### src/rtl/regout_fifo_pkg.sv
package regout_fifo_pkg;

  // Index width for a storage of n words (at least one bit).
  function automatic int unsigned slot_w(input int unsigned n);
    return (n < 2) ? 1 : $clog2(n);
  endfunction

  // Width of a counter that must reach n inclusive.
  function automatic int unsigned tally_w(input int unsigned n);
    return $clog2(n + 1);
  endfunction

endpackage

### src/rtl/regout_fifo_ram.sv
module regout_fifo_ram
  import regout_fifo_pkg::*;
#(
  parameter int unsigned DATA_W = 8,
  parameter int unsigned CAP    = 4
) (
  input  logic              clk,
  input  logic              rst,
  input  logic              push,
  input  logic [DATA_W-1:0] push_data,
  input  logic              pop,
  output logic [DATA_W-1:0] rd_data,
  output logic              nonempty
);

  localparam int unsigned AW = slot_w(CAP);
  localparam int unsigned CW = tally_w(CAP);
  localparam logic [AW-1:0] LAST = AW'(CAP - 1);

  logic [DATA_W-1:0] store [CAP];
  logic [AW-1:0]     wptr, rptr;
  logic [CW-1:0]     count;

  // Write port: kept free of reset so the array maps onto block RAM.
  always_ff @(posedge clk) begin
    if (push) store[wptr] <= push_data;
  end

  // Registered read port; this register is the block's output word.
  always_ff @(posedge clk) begin
    if (rst)      rd_data <= '0;
    else if (pop) rd_data <= store[rptr];
  end

  always_ff @(posedge clk) begin
    if (rst) begin
      wptr  <= '0;
      rptr  <= '0;
      count <= '0;
    end else begin
      if (push) wptr <= (wptr == LAST) ? '0 : wptr + 1'b1;
      if (pop)  rptr <= (rptr == LAST) ? '0 : rptr + 1'b1;
      count <= count + CW'(push) - CW'(pop);
    end
  end

  assign nonempty = (count != '0);

  // the outer level limit must keep the inner queue from overflowing
  p_no_overflow_r3: assert property (@(posedge clk) disable iff (rst)
    push |-> (count < CW'(CAP)));

  p_no_underflow_r9: assert property (@(posedge clk) disable iff (rst)
    pop |-> (count != '0));

endmodule

### src/rtl/regout_fifo_outstage.sv
module regout_fifo_outstage (
  input  logic clk,
  input  logic rst,
  input  logic inner_nonempty,
  input  logic take,
  output logic pop,
  output logic valid
);

  // Load the output word when the stage is empty or being drained this cycle.
  assign pop = inner_nonempty && (!valid || take);

  always_ff @(posedge clk) begin
    if (rst)       valid <= 1'b0;
    else if (pop)  valid <= 1'b1;
    else if (take) valid <= 1'b0;
  end

  // a drained stage with words behind it is occupied again next cycle
  p_refill_r6: assert property (@(posedge clk) disable iff (rst)
    (valid && take && inner_nonempty) |=> valid);

endmodule

### src/rtl/regout_fifo.sv
module regout_fifo
  import regout_fifo_pkg::*;
#(
  parameter int unsigned DATA_W = 8,
  parameter int unsigned DEPTH  = 5
) (
  input  logic                        clk,
  input  logic                        rst,
  input  logic [DATA_W-1:0]           din,
  input  logic                        we,
  input  logic                        re,
  output logic [DATA_W-1:0]           dout,
  output logic                        readable,
  output logic                        writable,
  output logic [tally_w(DEPTH)-1:0]   level
);

  localparam int unsigned LW    = tally_w(DEPTH);
  localparam int unsigned INNER = DEPTH - 1;

  logic wr_ok, rd_ok, inner_pop, inner_nonempty, stage_valid;
  logic [1:0] age;  // cycles since reset, saturating; used by the properties

  assign writable = (level != LW'(DEPTH));
  assign readable = stage_valid;
  assign wr_ok    = we && writable;
  assign rd_ok    = re && readable;

  regout_fifo_ram #(.DATA_W(DATA_W), .CAP(INNER)) ram_i (
    .clk       (clk),
    .rst       (rst),
    .push      (wr_ok),
    .push_data (din),
    .pop       (inner_pop),
    .rd_data   (dout),
    .nonempty  (inner_nonempty)
  );

  regout_fifo_outstage stage_i (
    .clk            (clk),
    .rst            (rst),
    .inner_nonempty (inner_nonempty),
    .take           (re),
    .pop            (inner_pop),
    .valid          (stage_valid)
  );

  always_ff @(posedge clk) begin
    if (rst) level <= '0;
    else     level <= level + LW'(wr_ok) - LW'(rd_ok);
  end

  always_ff @(posedge clk) begin
    if (rst)               age <= '0;
    else if (age != 2'd3)  age <= age + 2'd1;
  end

  p_reset_state_r1: assert property (@(posedge clk) disable iff (rst)
    $fell(rst) |-> (level == '0 && !readable && writable));

  p_level_step_r2: assert property (@(posedge clk) disable iff (rst)
    (age != 2'd0) |->
      (int'(level) == int'($past(level)) + int'($past(wr_ok)) - int'($past(rd_ok))));

  p_empty_not_readable_r4: assert property (@(posedge clk) disable iff (rst)
    (level == '0) |-> !readable);

  p_deep_readable_r4: assert property (@(posedge clk) disable iff (rst)
    (level > LW'(1)) |-> readable);

  p_arrival_r5: assert property (@(posedge clk) disable iff (rst)
    (age >= 2'd2 && readable && !$past(readable)) |->
      ($past(wr_ok, 2) && dout == $past(din, 2)));

  p_single_from_empty_r5: assert property (@(posedge clk) disable iff (rst)
    (age >= 2'd2 && level == LW'(1) && !$past(readable)) |-> (readable == $past(wr_ok, 2)));

  p_refilled_r6: assert property (@(posedge clk) disable iff (rst)
    (age != 2'd0 && level == LW'(1) && $past(readable) && $past(level) > LW'(1)) |-> readable);

  p_sole_word_r7: assert property (@(posedge clk) disable iff (rst)
    (age != 2'd0 && level == LW'(1) && $past(readable) && $past(level) == LW'(1)) |->
      (readable == !$past(re)));

  p_hold_dout_r8: assert property (@(posedge clk) disable iff (rst)
    (age != 2'd0 && !$past(re) && !(readable && !$past(readable))) |-> $stable(dout));

endmodule

### config.mk
export PLATFORM = sky130hd
export DESIGN_NAME = regout_fifo
export DESIGN_NICKNAME = d
export VERILOG_FILES = /design/src/rtl/regout_fifo_pkg.sv /design/src/rtl/regout_fifo_ram.sv /design/src/rtl/regout_fifo_outstage.sv /design/src/rtl/regout_fifo.sv
export SDC_FILE = /design/constraint.sdc
export NUM_CORES = 1
export LEC_CHECK = 0
export BUFFER_PORTS_ARGS = -buffer_cell sky130_fd_sc_hd__buf_2
export CAP_MARGIN = 10
export CORE_MARGIN = 4
export CORE_UTILIZATION = 55
export CTS_CLUSTER_DIAMETER = 120
export DETAILED_ROUTE_END_ITERATION = 8
export PLACE_DENSITY = 0.74
export RECOVER_POWER = 50
export SYNTH_ARGS = -nofsm -noshare
export SYNTH_HDL_FRONTEND = slang
export SYNTH_SLANG_ARGS = --single-unit
export TNS_END_PERCENT = 50
### constraint.sdc
create_clock -name clk -period 4 [get_ports clk]
set_input_delay 0.2 -clock clk [delete_from_list [all_inputs] [get_ports clk]]
set_output_delay 0.2 -clock clk [all_outputs]
set_load 0.1 [all_outputs]
**Word-level counts from Yosys, hierarchy flattened**

Memories as Yosys holds them, arrays and structs flattened. A register that Yosys moved wholly into a read port is not among the register bits.
Cells that the tools add are included.
W data, S select, Z words.

- Bits in registers: 11
- RAM bits: 32
- Bits in read-only memories: 0
- Memories kept: 1
- Latch bits: 0
- Input port bits: 12
- Output and inout port bits: 13

Memories:

| memory | words | width | rd ports | clocked after Yosys merged registers in | wr ports | line | source |
|---|---|---|---|---|---|---|---|
| ram_i.store | 4 | 8 | 1 | 1 | 1 | regout_fifo_ram.sv:20 | `logic [DATA_W-1:0] store [CAP];` |

- Divide/modulo/power cells: 0
- Shifts and indexed selects: 0
- Magnitude comparators: 0
- Multiplexer cells: 6
- Add/subtract/negate cells: 6
- Equal/unequal tests: 3
- Bitwise gates (word level): 0
- $mul: 0
- Reduce and logical (&&, ||, !) cells: 7

Operators by type and width:

| kind | number |
|---|---|
| $add A3 B1 Y3 | 2 |
| $sub A3 B1 Y3 | 2 |
| $add A2 B1 Y2 const B | 2 |
| $eq A2 B2 Y1 const B | 2 |
| $mux W1 | 4 |
| $mux W2 | 2 |
| $logic_and A1 B1 Y1 | 3 |
| $ne A3 B3 Y1 const B | 1 |
| $reduce_bool A3 Y1 | 1 |
| $reduce_bool A2 Y1 | 1 |
| $logic_not A1 Y1 | 1 |
| $logic_or A1 B1 Y1 | 1 |

**Logic depth before layout (Yosys ltp)**

Gate-level depths: netlist of run 1.

- Depth in word-level cells: 4
- Depth in mapped cells: 11
- Depth with buffers taken out: 11

**By module**

Synthesis of run 1 repeated with hierarchy kept, for this count alone.

- Cell total of the unflattened synthesis: 140
- Area, all modules: 2117.0 um^2

By module, submodules not included:

| module | times used | cells each | area each (um^2) |
|---|---|---|---|
| regout_fifo_ram | 1 | 118 | 1881.8 |
| regout_fifo | 1 | 17 | 180.2 |
| regout_fifo_outstage | 1 | 5 | 55.1 |

**Worst setup path before layout of run 1**

No wires, ideal clock.

- Path type: flip-flop to flip-flop
- From: reg level[1]
- To: reg level[2]
- Path slack: 540 ps
- Clock period less this slack: 3460 ps
- Cell stages (with the launch flop): 11
- Setup time: 128 ps
- Required time: 3872 ps
- Arrival: 3332 ps
- Path through: dfxtp_1 and3b_1 inv_1 nand2_1 ha_1 inv_1 ha_1 fa_1 xnor2_1 xnor2_1 nor2_1

- Cells in the longest elaborated chain, start to end: 4

Ends and longest elaborated chain:

| element | line | source |
|---|---|---|
| start: declaration | regout_fifo.sv:15 | `output logic [tally_w(DEPTH)-1:0] level` |
| start signal: assignment | regout_fifo.sv:50 | `else level <= level + LW'(wr_ok) - LW'(rd_ok);` |
| $ne A3 B3 Y1 | regout_fifo.sv:24 | `assign writable = (level != LW'(DEPTH));` |
| named net writable | regout_fifo.sv:14 | `output logic writable,` |
| $logic_and A1 B1 Y1 | regout_fifo.sv:26 | `assign wr_ok = we && writable;` |
| $add A3 B1 Y3 | regout_fifo.sv:50 |  |
| $sub A3 B1 Y3 | regout_fifo.sv:50 |  |

The timed path passes the listed nets, and every way through them passes these cells.
A chain may end at the register's enable or synchronous reset.

**Worst setup path after layout of run 1**

- From: reg ram_i.count[1]
- To: reg ram_i.count[2]

- Cells in the longest elaborated chain, start to end: 3

Ends and longest elaborated chain:

| element | line | source |
|---|---|---|
| start: declaration | regout_fifo_ram.sv:22 | `logic [CW-1:0] count;` |
| start signal: assignment | regout_fifo_ram.sv:43 | `count <= count + CW'(push) - CW'(pop);` |
| $reduce_bool A3 Y1 | regout_fifo_ram.sv:47 | `assign nonempty = (count != '0);` |
| $logic_and A1 B1 Y1 | regout_fifo_outstage.sv:11 | `assign pop = inner_nonempty && (!valid \|\| take);` |
| named net inner_pop | regout_fifo.sv:21 | `logic wr_ok, rd_ok, inner_pop, inner_nonempty, stage_valid;` |
| $sub A3 B1 Y3 | regout_fifo_ram.sv:43 |  |

The timed path passes the listed nets, and every way through them passes these cells.

==> qor.txt, run 1 <==
status: finished, final reports clean
maximum fanout along the worst path: 13
final core occ: 62.5%
clock sink count: 51
post-synthesis simple-gate area fraction: 8.77%
die width: 69.5 µm
Slew Limit Headroom: 21.3%
endpoints failing setup: 0
mux cell area share after synthesis: 8.65%
largest cells by area after synthesis: edfxtp_1, dfxtp_1, mux4_2, ha_1, a21oi_1
Net Sw Frac: 45.1%
initial antenna violation count: 0
R2R Path End: ram_i.count[2]$_SDFF_PP0_
Post-synth ARST share: 0%
most frequent cells after synthesis: edfxtp_1, dfxtp_1, a21oi_1
ant diodes: 0
largest net degree at the start of global routing: 20
final estimated routing congestion in global placement: 0.729
main combinational cell family by area after synthesis: simple AND/OR/NAND/NOR gates
crit path time final: 2510 ps
crit end category: flop
synth warn: 0
max capacitance violation total: 0
fmax: 0.399 GHz
hold crit path type: input port to flop
I/O pin count: 25
postcts setup bufs: 0
initial DRC count: 111
worst-case reg-to-reg path depth: 11
VDD IR max: 0.334 mV
Rows: 22
HPWL after DPL: 2610 µm
register area: 0.00134 mm²
core area: 0.00366 mm²
share of layout cells above drive strength 1: 14.0%
Leak Pwr: 0.809 nW
Final Slew Violations: 0
Data required, critical path: 4210 ps
critical path class: flop to flop
port bufs: 24
Synth Area in Compound Gates: 6.01%
Post-Synth Adder-Cell Area: 7.33%
Cells after Synth: 147
Die Y: 69.5 µm
effective utilization at floorplan: 56.9%
Tcrit/Tclk final: 62.6%
GRT Total Usage: 16.9%
number of global-route vias before repair: 1261
min-delay src: din[0]
total grt overflow: 0
Layout fillers: 287
Synth Net Count: 170
Flop pwr share: 41.4%
Clock Latency Late Sink: 290 ps
nets: 194
clock root cell: clkbuf_8
clock tree from TritonCTS: yes
Wirelength per Cell: 17.0 µm
global-route wire length before repair: 6290 µm
Hold Crit Depth: 1
#FFs+latches synth: 51
Clock Skew: 4.08 ps
final hold vios: 0
hold endpoint: ram_i.store[3][0]$_DFFE_PP_
Mapped Avg Cell Area: 14.2 µm²
DR pass1 iterations: 4
ys flop type: edfxtp_1
area of the multi-input gates: 667 µm²
# DRC: 0
Gate power share: 42.7%
switching pwr: 0.000809 W
EDFF count, synth: 32
synthesis-to-layout area growth: 9.86%
Startpoint Class: flop
cts bufs inserted: 5
Antenna Violating Nets Remaining: 0
Internal: 0.000983 W
die footprint: 0.00483 mm²
Synth area leader: edfxtp_1
top-count cell post-synth: edfxtp_1
Seq/Total Area, Yosys: 64.4%
hold_buf cts: 0
Synth top area share: 46.2%
R2R Setup Slk: 1490 ps
WL final: 3750 µm
Via Count: 1230
Power Density: 784 mW/mm²
CP Data Arrival Time: 2720 ps
CTS Buffer Depth: 2
Crit Reg-Reg Startpoint: ram_i.count[1]$_SDFF_PP0_
slew at the pin closest to its max-slew limit: 1190 ps
xor/xnor share of the synthesized area: 1.26%
RSZ-0062 raised after global routing: no
Distinct cells, synth: 27
Total Neg Setup Slack: 0 ps
Via-to-Cell Ratio: 5.59
clock power share: 15.9%
Cell Area, Synth: 0.00208 mm²
Reg clk slew, reported paths: 90 ps
post_cts resized: 0
H-tree Lvls: 2
==> how the worst max path moves through the flow <==
stage	end	depth (start not counted)	from
6_report	ram_i.count[2]$_SDFF_PP0_	11	ram_i.count[1]$_SDFF_PP0_
2_1_floorplan	level[2]$_SDFF_PP0_	10	level[1]$_SDFF_PP0_
5_1_grt	ram_i.count[2]$_SDFF_PP0_	11	ram_i.count[1]$_SDFF_PP0_
3_3_place_gp	ram_i.count[2]$_SDFF_PP0_	10	stage_i.valid$_SDFFE_PP0P_
3_5_place_dp	ram_i.count[2]$_SDFF_PP0_	10	stage_i.valid$_SDFFE_PP0P_
4_1_cts	ram_i.count[2]$_SDFF_PP0_	10	stage_i.valid$_SDFFE_PP0P_
==> layer usage <==
layer  up-vias  track usage (%)  wire (µm)
li1        584                -          -
met2        35             29.4       1980
met1       605             20.7       1520
met5         -                0          0
met4         0             4.99         52
met3         6             4.06        195
==> logic make-up (layout without fill, tap and decap cells) <==
family	after synthesis	after routing
fa+ha+maj	11	11
compound gates	25	25
buf+inv	17	42
xor+xnor	3	3
flops	51	51
mux	8	8
simple gates	32	32
==> area by class of cell <==
type,count,share of cell area [%]
repair buffers,25,4.32
well taps,48,2.63
multi-input cells,79,29.2
clock buffers,6,3.17
clock inverters,2,0.602
inverters,9,1.48
flip-flops and latches,51,58.6
==> stage by stage <==
stage / worst slack [ps] / total power (W) / hold WS, ps / instances / area [µm²]
after detailed placement: 1580 / 0.00154 / 417 / 212 / 2230
final: 1490 / 0.00179 / 162 / 220 / 2290
after floorplan: 540 / 0.00140 / 299 / 147 / 2080
after global placement: 1740 / 0.00150 / 410 / 212 / 2230
after CTS: 1550 / 0.00183 / 108 / 220 / 2320
after global routing: 1310 / 0.00190 / 166 / 220 / 2290
==> registers in the layout (all words and copies together), names as in the netlist <==
name,flops
level,3
ram_i.count,3
ram_i.rd_data,8
ram_i.store,32
ram_i.wptr,2
stage_i.valid,1
ram_i.rptr,2
==> worst max-delay path: stages, from the launching register on <==
cell and delay, ps:
dfxtp_1 370, nor3_1 180, clkbuf_1 390, nor2_1 110, ha_1 310, inv_1 50
ha_1 130, inv_1 40, fa_1 380, xor2_1 170, and2_1 170, nor3_1 130
==> power groups by stage <==
stage / Combinational [W] / Sequential (W) / Clock (W)
2_1_floorplan: 0.000356 / 0.00104 / 0
3_3_place_gp: 0.000754 / 0.000746 / 0
3_5_place_dp: 0.000785 / 0.000755 / 0
4_1_cts: 0.000792 / 0.000743 / 0.000291
5_1_grt: 0.000823 / 0.000761 / 0.000315
6_report: 0.000766 / 0.000741 / 0.000285
==> layout by cell type, fill, tap and decap left out, types with 4 or more instances in the layout <==
cell type / instances
clkbuf_1: 22
o21ai_0: 12
a21oi_1: 13
inv_1: 8
nor2b_1: 4
nand3_1: 10
buf_2: 4
and3_2: 4
dfxtp_1: 19
edfxtp_1: 32
ha_1: 9
nor2_1: 4
mux4_2: 8
clkbuf_8: 5
Power figures use the tool's default switching activity.
==> run 2: changes to the inputs <==
CORE_UTILIZATION = 51   (was 55)
PLACE_DENSITY = 0.72   (was 0.74)
clock period = 2.05 ns   (was 4 ns; I/O delays follow)
==> run 2 against run 1 <==
Compared with the run above:
- clock power is 110% higher
- setup slack worse by 1500 ps
- utilization grew 3.8 points
- via count is 4.1% higher
- final area rose by 10%
- first-iteration DRC count is 8.1% lower
- cell count increased by 5.9%
- sequential cell count stayed put
- wire length rose by 2.4%
- die area increased by 6.9%
==> qor.txt, run 2 (synthesized netlist as in run 1, its figures left out) <==
status: finished, final reports clean
VDD IR max: 0.655 mV (+96%)
worst-case reg-to-reg path depth: 11 (unchanged)
Via-to-Cell Ratio: 5.49 (-1.7%)
HPWL after DPL: 2670 µm (+2.2%)
Power Density: 1510 mW/mm² (+92%)
final hold vios: 0 (unchanged)
min-delay src: din[5]
max capacitance violation total: 0 (unchanged)
R2R Path End: ram_i.count[2]$_SDFF_PP0_
Layout fillers: 272 (-5.2%)
Hold Crit Depth: 1 (unchanged)
Clock Skew: 8.82 ps (+4.74 ps)
CP Data Arrival Time: 2270 ps (-450 ps)
final core occ: 66.3% (+3.8 points)
WL final: 3830 µm (+2.4%)
slew at the pin closest to its max-slew limit: 644 ps (-542 ps)
Final Slew Violations: 0 (unchanged)
Total Neg Setup Slack: 0 ps (unchanged)
Largest regs: ram_i.store: 32 flops, ram_i.rd_data: 8 flops
Data required, critical path: 2280 ps (-1930 ps)
hold crit path type: input port to flop
final std cells w/o fill: 233 (+5.9%)
die footprint: 0.00517 mm² (+6.9%)
cts bufs inserted: 5 (unchanged)
hold endpoint: ram_i.store[2][5]$_DFFE_PP_
Via Count: 1280 (+4.1%)
Antenna Violating Nets Remaining: 0 (unchanged)
CP delay by family, top: adder cells
Tcrit/Tclk final: 99.7% (+37 points)
final estimated routing congestion in global placement: 0.724 (-0.70%)
DP Worst Slack: -86.5 ps (-1660 ps)
Critical path buffers and inverters: 3 (unchanged)
area of the multi-input gates: 743 µm² (+11%)
register area: 0.00135 mm² (+0.93%)
effective utilization at floorplan: 54.8% (-2.1 points)
most frequent cells in the layout: edfxtp_1, buf_2, dfxtp_1, a21oi_1, o21ai_0
worst setup margin: 5.21 ps (-1490 ps)
clock root cell: clkbuf_8
# DRC: 0 (unchanged)
Reg clk slew, reported paths: 100 ps (about the same)
critical path class: flop to flop
crit path time final: 2040 ps (-461 ps)
core area: 0.00380 mm² (+3.8%)
DR pass1 iterations: 4 (unchanged)
clock sink count: 51 (unchanged)
crit-path max cell delay: 350 ps (-40 ps)
Clock Latency Late Sink: 300 ps (about the same)
die width: 71.9 µm (+3.4%)
fmax: 0.489 GHz (+23%)
initial DRC count: 102 (-8.1%)
clock tree from TritonCTS: yes
Leak Pwr: 0.933 nW (+15%)
largest net degree at the start of global routing: 20 (unchanged)
Rows: 22 (unchanged)
crit end category: flop
global-route wire length before repair: 6040 µm (-4.1%)
number of flip-flops in the largest register: 32 (unchanged)
largest reg by FF count: ram_i.store
Startpoint Class: flop
Slew Limit Headroom: 57.0% (+36 points)
share of layout cells above drive strength 1: 35.7% (+22 points)
commonest non-fill, non-tap cell in the layout: edfxtp_1
maximum fanout along the worst path: 2 (-11)
RSZ-0062 raised after global routing: yes
CP dominant cell by count: ha_4
Die Y: 71.9 µm (+3.4%)
I/O pin count: 25 (unchanged)
dpl cells: 217 (+2.4%)
GRT Total Usage: 15.7% (-1.1 points)
Max stage delay cell, worst path: dfxtp_4
Wirelength per Cell: 16.5 µm (-3.3%)
nets: 207 (+6.7%)
port bufs: 24 (unchanged)
critical path, cell by cell: and3b_2 -> clkinvlp_4 -> nand2_4 -> ha_4 -> inv_4 -> ha_4 -> inv_2 -> fa_2 -> xor2_1 -> and2_1 -> nor3_1
H-tree Lvls: 2 (unchanged)
total grt overflow: 0 (unchanged)
ant diodes: 0 (unchanged)
CTS Buffer Depth: 2 (unchanged)
initial antenna violation count: 0 (unchanged)
Crit Reg-Reg Startpoint: level[1]$_SDFF_PP0_
R2R Setup Slk: 5 ps (-1490 ps)
final hold slack: 60.2 ps (-102 ps)
synthesis-to-layout area growth: 20.9%
endpoints failing setup: 0 (unchanged)
number of global-route vias before repair: 1260 (-0.079%)
[run 2: cell count changes in the layout (fill, tap and decap cells not counted), moves of 3 or more]
cell,change
buf_2,+12
buf_4,+11
clkbuf_1,-14
dfxtp_1,-4
dfxtp_4,+3
dlygate4sd3_1,+3
ha_1,-4
ha_4,+4
inv_1,-4
[run 2: routing by layer]
| layer | global-route usage, % | vias to the layer above | share of wire, % |
|---|---|---|---|
| met3 | 4.85 | 4 | 4.1 |
| met1 | 17.5 | 633 | 42 |
| li1 | - | 614 | - |
| met4 | 5.01 | 0 | 0.99 |
| met2 | 28.7 | 29 | 52 |
| met5 | 0 | - | 0 |
[run 2: power breakdown]
group          internal [W]  leakage (nW)  total [W]  switching (W)
sequential          0.00128         0.453    0.00144       0.000157
clock              0.000277        0.0517   0.000604       0.000327
combinational      0.000576         0.429    0.00175        0.00118
[run 2: through the flow]
step,total power (W),instance area [µm²]
floorplan,0.00279,2130
global placement,0.00305,2310
detailed placement,0.00312,2310
CTS,0.00378,2480
global route,0.00400,2520
finish,0.00380,2520
[run 2: worst reg2reg max path: cells and delay by family (launching register included)]
family / cells / cell delay [ps]
buffers and inverters: 3 / 200
flip-flops: 1 / 350
AND/OR/NAND/NOR: 4 / 620
adder cells (fa/ha/maj): 3 / 650
XOR/XNOR: 1 / 150
[run 2: timing repair]
action,in CTS,in global routing
endpoints found under the hold margin,0,9
setup endpoints to repair,1,2
hold buffers,0,3
pin swaps,7,3
buffers inserted,4,1
resized for setup,7,2
[run 2: area by class of cell]
cell class,instances,share of cell area (%)
clock buffer,6,3.28
clock inverter,2,0.596
inverter,9,1.59
multi-input combinational,79,29.5
sequential,51,53.8
tap,48,2.39
timing repair buffer,38,8.85
[run 2: how the worst max path moves through the flow]
stage	slack (ps)	startpoint	cells past startpoint	endpoint
floorplan	-660	level[2]$_SDFF_PP0_	11	ram_i.count[2]$_SDFF_PP0_
global placement	10	level[0]$_SDFF_PP0_	10	level[2]$_SDFF_PP0_
detailed placement	-90	level[0]$_SDFF_PP0_	10	level[2]$_SDFF_PP0_
CTS	-10	level[2]$_SDFF_PP0_	10	level[2]$_SDFF_PP0_
global route	-80	ram_i.count[2]$_SDFF_PP0_	10	ram_i.count[2]$_SDFF_PP0_
finish	5	level[1]$_SDFF_PP0_	11	ram_i.count[2]$_SDFF_PP0_
==> run 3: changes to the inputs <==
REMOVE_ABC_BUFFERS = 1   (was unset)
SLEW_MARGIN = 20   (was unset)
==> run 3 against run 2 <==
Compared with the run above:
- sequential cell count unchanged
- cell count decreased by 3.0%
- via count decreased by 4.9%
- utilization decreased by 2.5 points
- register-to-register slack improved by 20 ps
- final area decreased by 3.8%
- global-route usage decreased by 0.15 points
- total power decreased by 3.7%
- sequential share of layout area increased by 1.8 points
- setup slack improved by 22 ps
- critical path depth decreased by 1
==> qor.txt, run 3 (synthesized netlist as in run 1, its figures left out) <==
status: finished, final reports clean
CTS Buffer Depth: 2 (unchanged)
clock tree from TritonCTS: yes
Net Sw Frac: 44.8% (+1.1 points)
Largest regs: ram_i.store: 32 flops, ram_i.rd_data: 8 flops
Via-to-Cell Ratio: 5.38 (-2.0%)
clock root cell: clkbuf_8
Reg clk slew, reported paths: 90 ps (about the same)
worst setup margin: 26.9 ps (+21.7 ps)
cts bufs inserted: 5 (unchanged)
hold crit path type: input port to flop
port bufs: 24 (unchanged)
clock sink count: 51 (unchanged)
slew at the pin closest to its max-slew limit: 1180 ps (+532 ps)
Via Count: 1217 (-4.9%)
Startpoint Class: flop
crit end category: flop
final hold vios: 0 (unchanged)
Rows: 22 (unchanged)
critical path class: flop to flop
share of layout cells above drive strength 1: 28.7% (-7.0 points)
die width: 71.9 µm (unchanged)
fmax: 0.494 GHz (+1.1%)
final std cells w/o fill: 226 (-3.0%)
RSZ-0062 raised after global routing: yes
GRT Total Usage: 15.6% (-0.15 points)
Power Density: 1510 mW/mm² (+0.17%)
clock power share: 15.2% (-0.7 points)
crit path time final: 2020 ps (-21.7 ps)
ant diodes: 0 (unchanged)
synthesis-to-layout area growth: 16.3%
H-tree Lvls: 2 (unchanged)
final core occ: 63.7% (-2.5 points)
switching pwr: 0.00164 W (-1.3%)
Leak Pwr: 0.860 nW (-7.8%)
Clock Skew: 5.77 ps (-3.05 ps)
largest net degree at the start of global routing: 20 (unchanged)
initial antenna violation count: 0 (unchanged)
Die Y: 71.9 µm (unchanged)
initial DRC count: 84 (-18%)
VDD IR max: 0.549 mV (-16%)
placed inst area: 0.00226 mm² (-2.4%)
Wirelength per Cell: 16.7 µm (+1.3%)
CP Data Arrival Time: 2210 ps (-60 ps)
largest reg by FF count: ram_i.store
number of flip-flops in the largest register: 32 (unchanged)
Antenna Violating Nets Remaining: 0 (unchanged)
endpoints failing setup: 0 (unchanged)
total grt overflow: 0 (unchanged)
most frequent cells in the layout: edfxtp_1, clkbuf_1, dfxtp_1, a21oi_1, o21ai_0
core area: 0.00380 mm² (unchanged)
Slew Limit Headroom: 21.9% (-35 points)
Final Slew Violations: 0 (unchanged)
Internal: 0.00202 W (-5.5%)
nets: 200 (-3.4%)
Clock Latency Late Sink: 300 ps (about the same)
number of global-route vias before repair: 1245 (-1.2%)
DP Worst Slack: -38.0 ps (+48.5 ps)
commonest non-fill, non-tap cell in the layout: edfxtp_1
DR pass1 iterations: 4 (unchanged)
Tcrit/Tclk final: 98.7% (-1.1 points)
die footprint: 0.00517 mm² (unchanged)
# DRC: 0 (unchanged)
final estimated routing congestion in global placement: 0.756 (+4.5%)
Gate power share: 45.4% (-0.7 points)
Flop pwr share: 39.4% (+1.5 points)
effective utilization at floorplan: 54.8% (unchanged)
HPWL after DPL: 2420 µm (-9.6%)
dpl cells: 216 (-0.46%)
Data required, critical path: 2230 ps (-50 ps)
I/O pin count: 25 (unchanged)
global-route wire length before repair: 5970 µm (-1.1%)
maximum fanout along the worst path: 3 (+1)
post-route design area: 0.00242 mm² (-3.8%)
WL final: 3770 µm (-1.8%)
max capacitance violation total: 0 (unchanged)
-- run 3: changes by cell type in the layout (fill, tap and decap cells not counted), sizes merged --
cell / before / now
buf: 27 / 14
clkbuf: 14 / 23
clkinv: 1 / 2
clkinvlp: 1 / 0
dlygate4sd3: 3 / 0
-- run 3: what timing repair did --
action / in CTS / in global routing
hold buffers: 0 / 0
resized for setup: 10 / 10
endpoints found under the setup margin: 2 / 2
gates cloned: 0 / 0
buffers inserted: 2 / 0
pin swaps: 1 / 6
-- run 3: worst paths after layout --
| path | startpoint | depth (start not counted) | slack, ps | end |
|---|---|---|---|---|
| max | level[0]$_SDFF_PP0_ | 10 | 30 | level[2]$_SDFF_PP0_ |
| min | din[3] | 1 | 60 | ram_i.store[3][3]$_DFFE_PP_ |
| max reg2reg | level[0]$_SDFF_PP0_ | 10 | 30 | level[2]$_SDFF_PP0_ |
| min reg2reg | ram_i.rd_data[2]$_SDFFE_PP0P_ | 2 | 480 | ram_i.rd_data[2]$_SDFFE_PP0P_ |
-- run 3: layer usage --
layer	up-vias	track usage, %	wire length (µm)
met5	-	0	0
met4	0	6.89	60
met3	10	3.74	182
met2	29	26.6	1930
met1	581	18.8	1590
li1	597	-	-
-- run 3: stage by stage --
step | hold slack [ps] | setup TNS [ps] | power [W]
after floorplan | 169 | -25660 | 0.00268
after global placement | 312 | -1.67 | 0.00297
after detailed placement | 325 | -64.6 | 0.00301
after CTS | 2.07 | 0 | 0.00364
after global routing | 63.5 | -88.6 | 0.00387
final | 62.8 | 0 | 0.00366
-- run 3: cell type report --
cell class / instances / area [µm²]
clock buffers: 6 / 72.6
inverters: 9 / 33.8
fillers: 284 / 1380
clock inverters: 2 / 12.5
repair buffers: 31 / 149
multi-input cells: 79 / 748
well taps: 48 / 60.1
flip-flops and latches: 51 / 1350
-- run 3: critical path, stage by stage (launching register included) --
cell and delay, ps:
dfxtp_2 350, and3b_2 210, inv_2 80, nand2_4 70
ha_4 270, inv_2 40, ha_4 150, fa_2 370
xnor2_2 190, xnor2_1 140, nor2_1 50
-- run 3: power groups by stage --
stage          Clock, W  Combinational, W  Sequential [W]
2_1_floorplan         0          0.000591         0.00209
3_3_place_gp          0           0.00153         0.00144
3_5_place_dp          0           0.00156         0.00145
4_1_cts        0.000581           0.00162         0.00144
5_1_grt        0.000615           0.00178         0.00148
6_report       0.000556           0.00166         0.00144
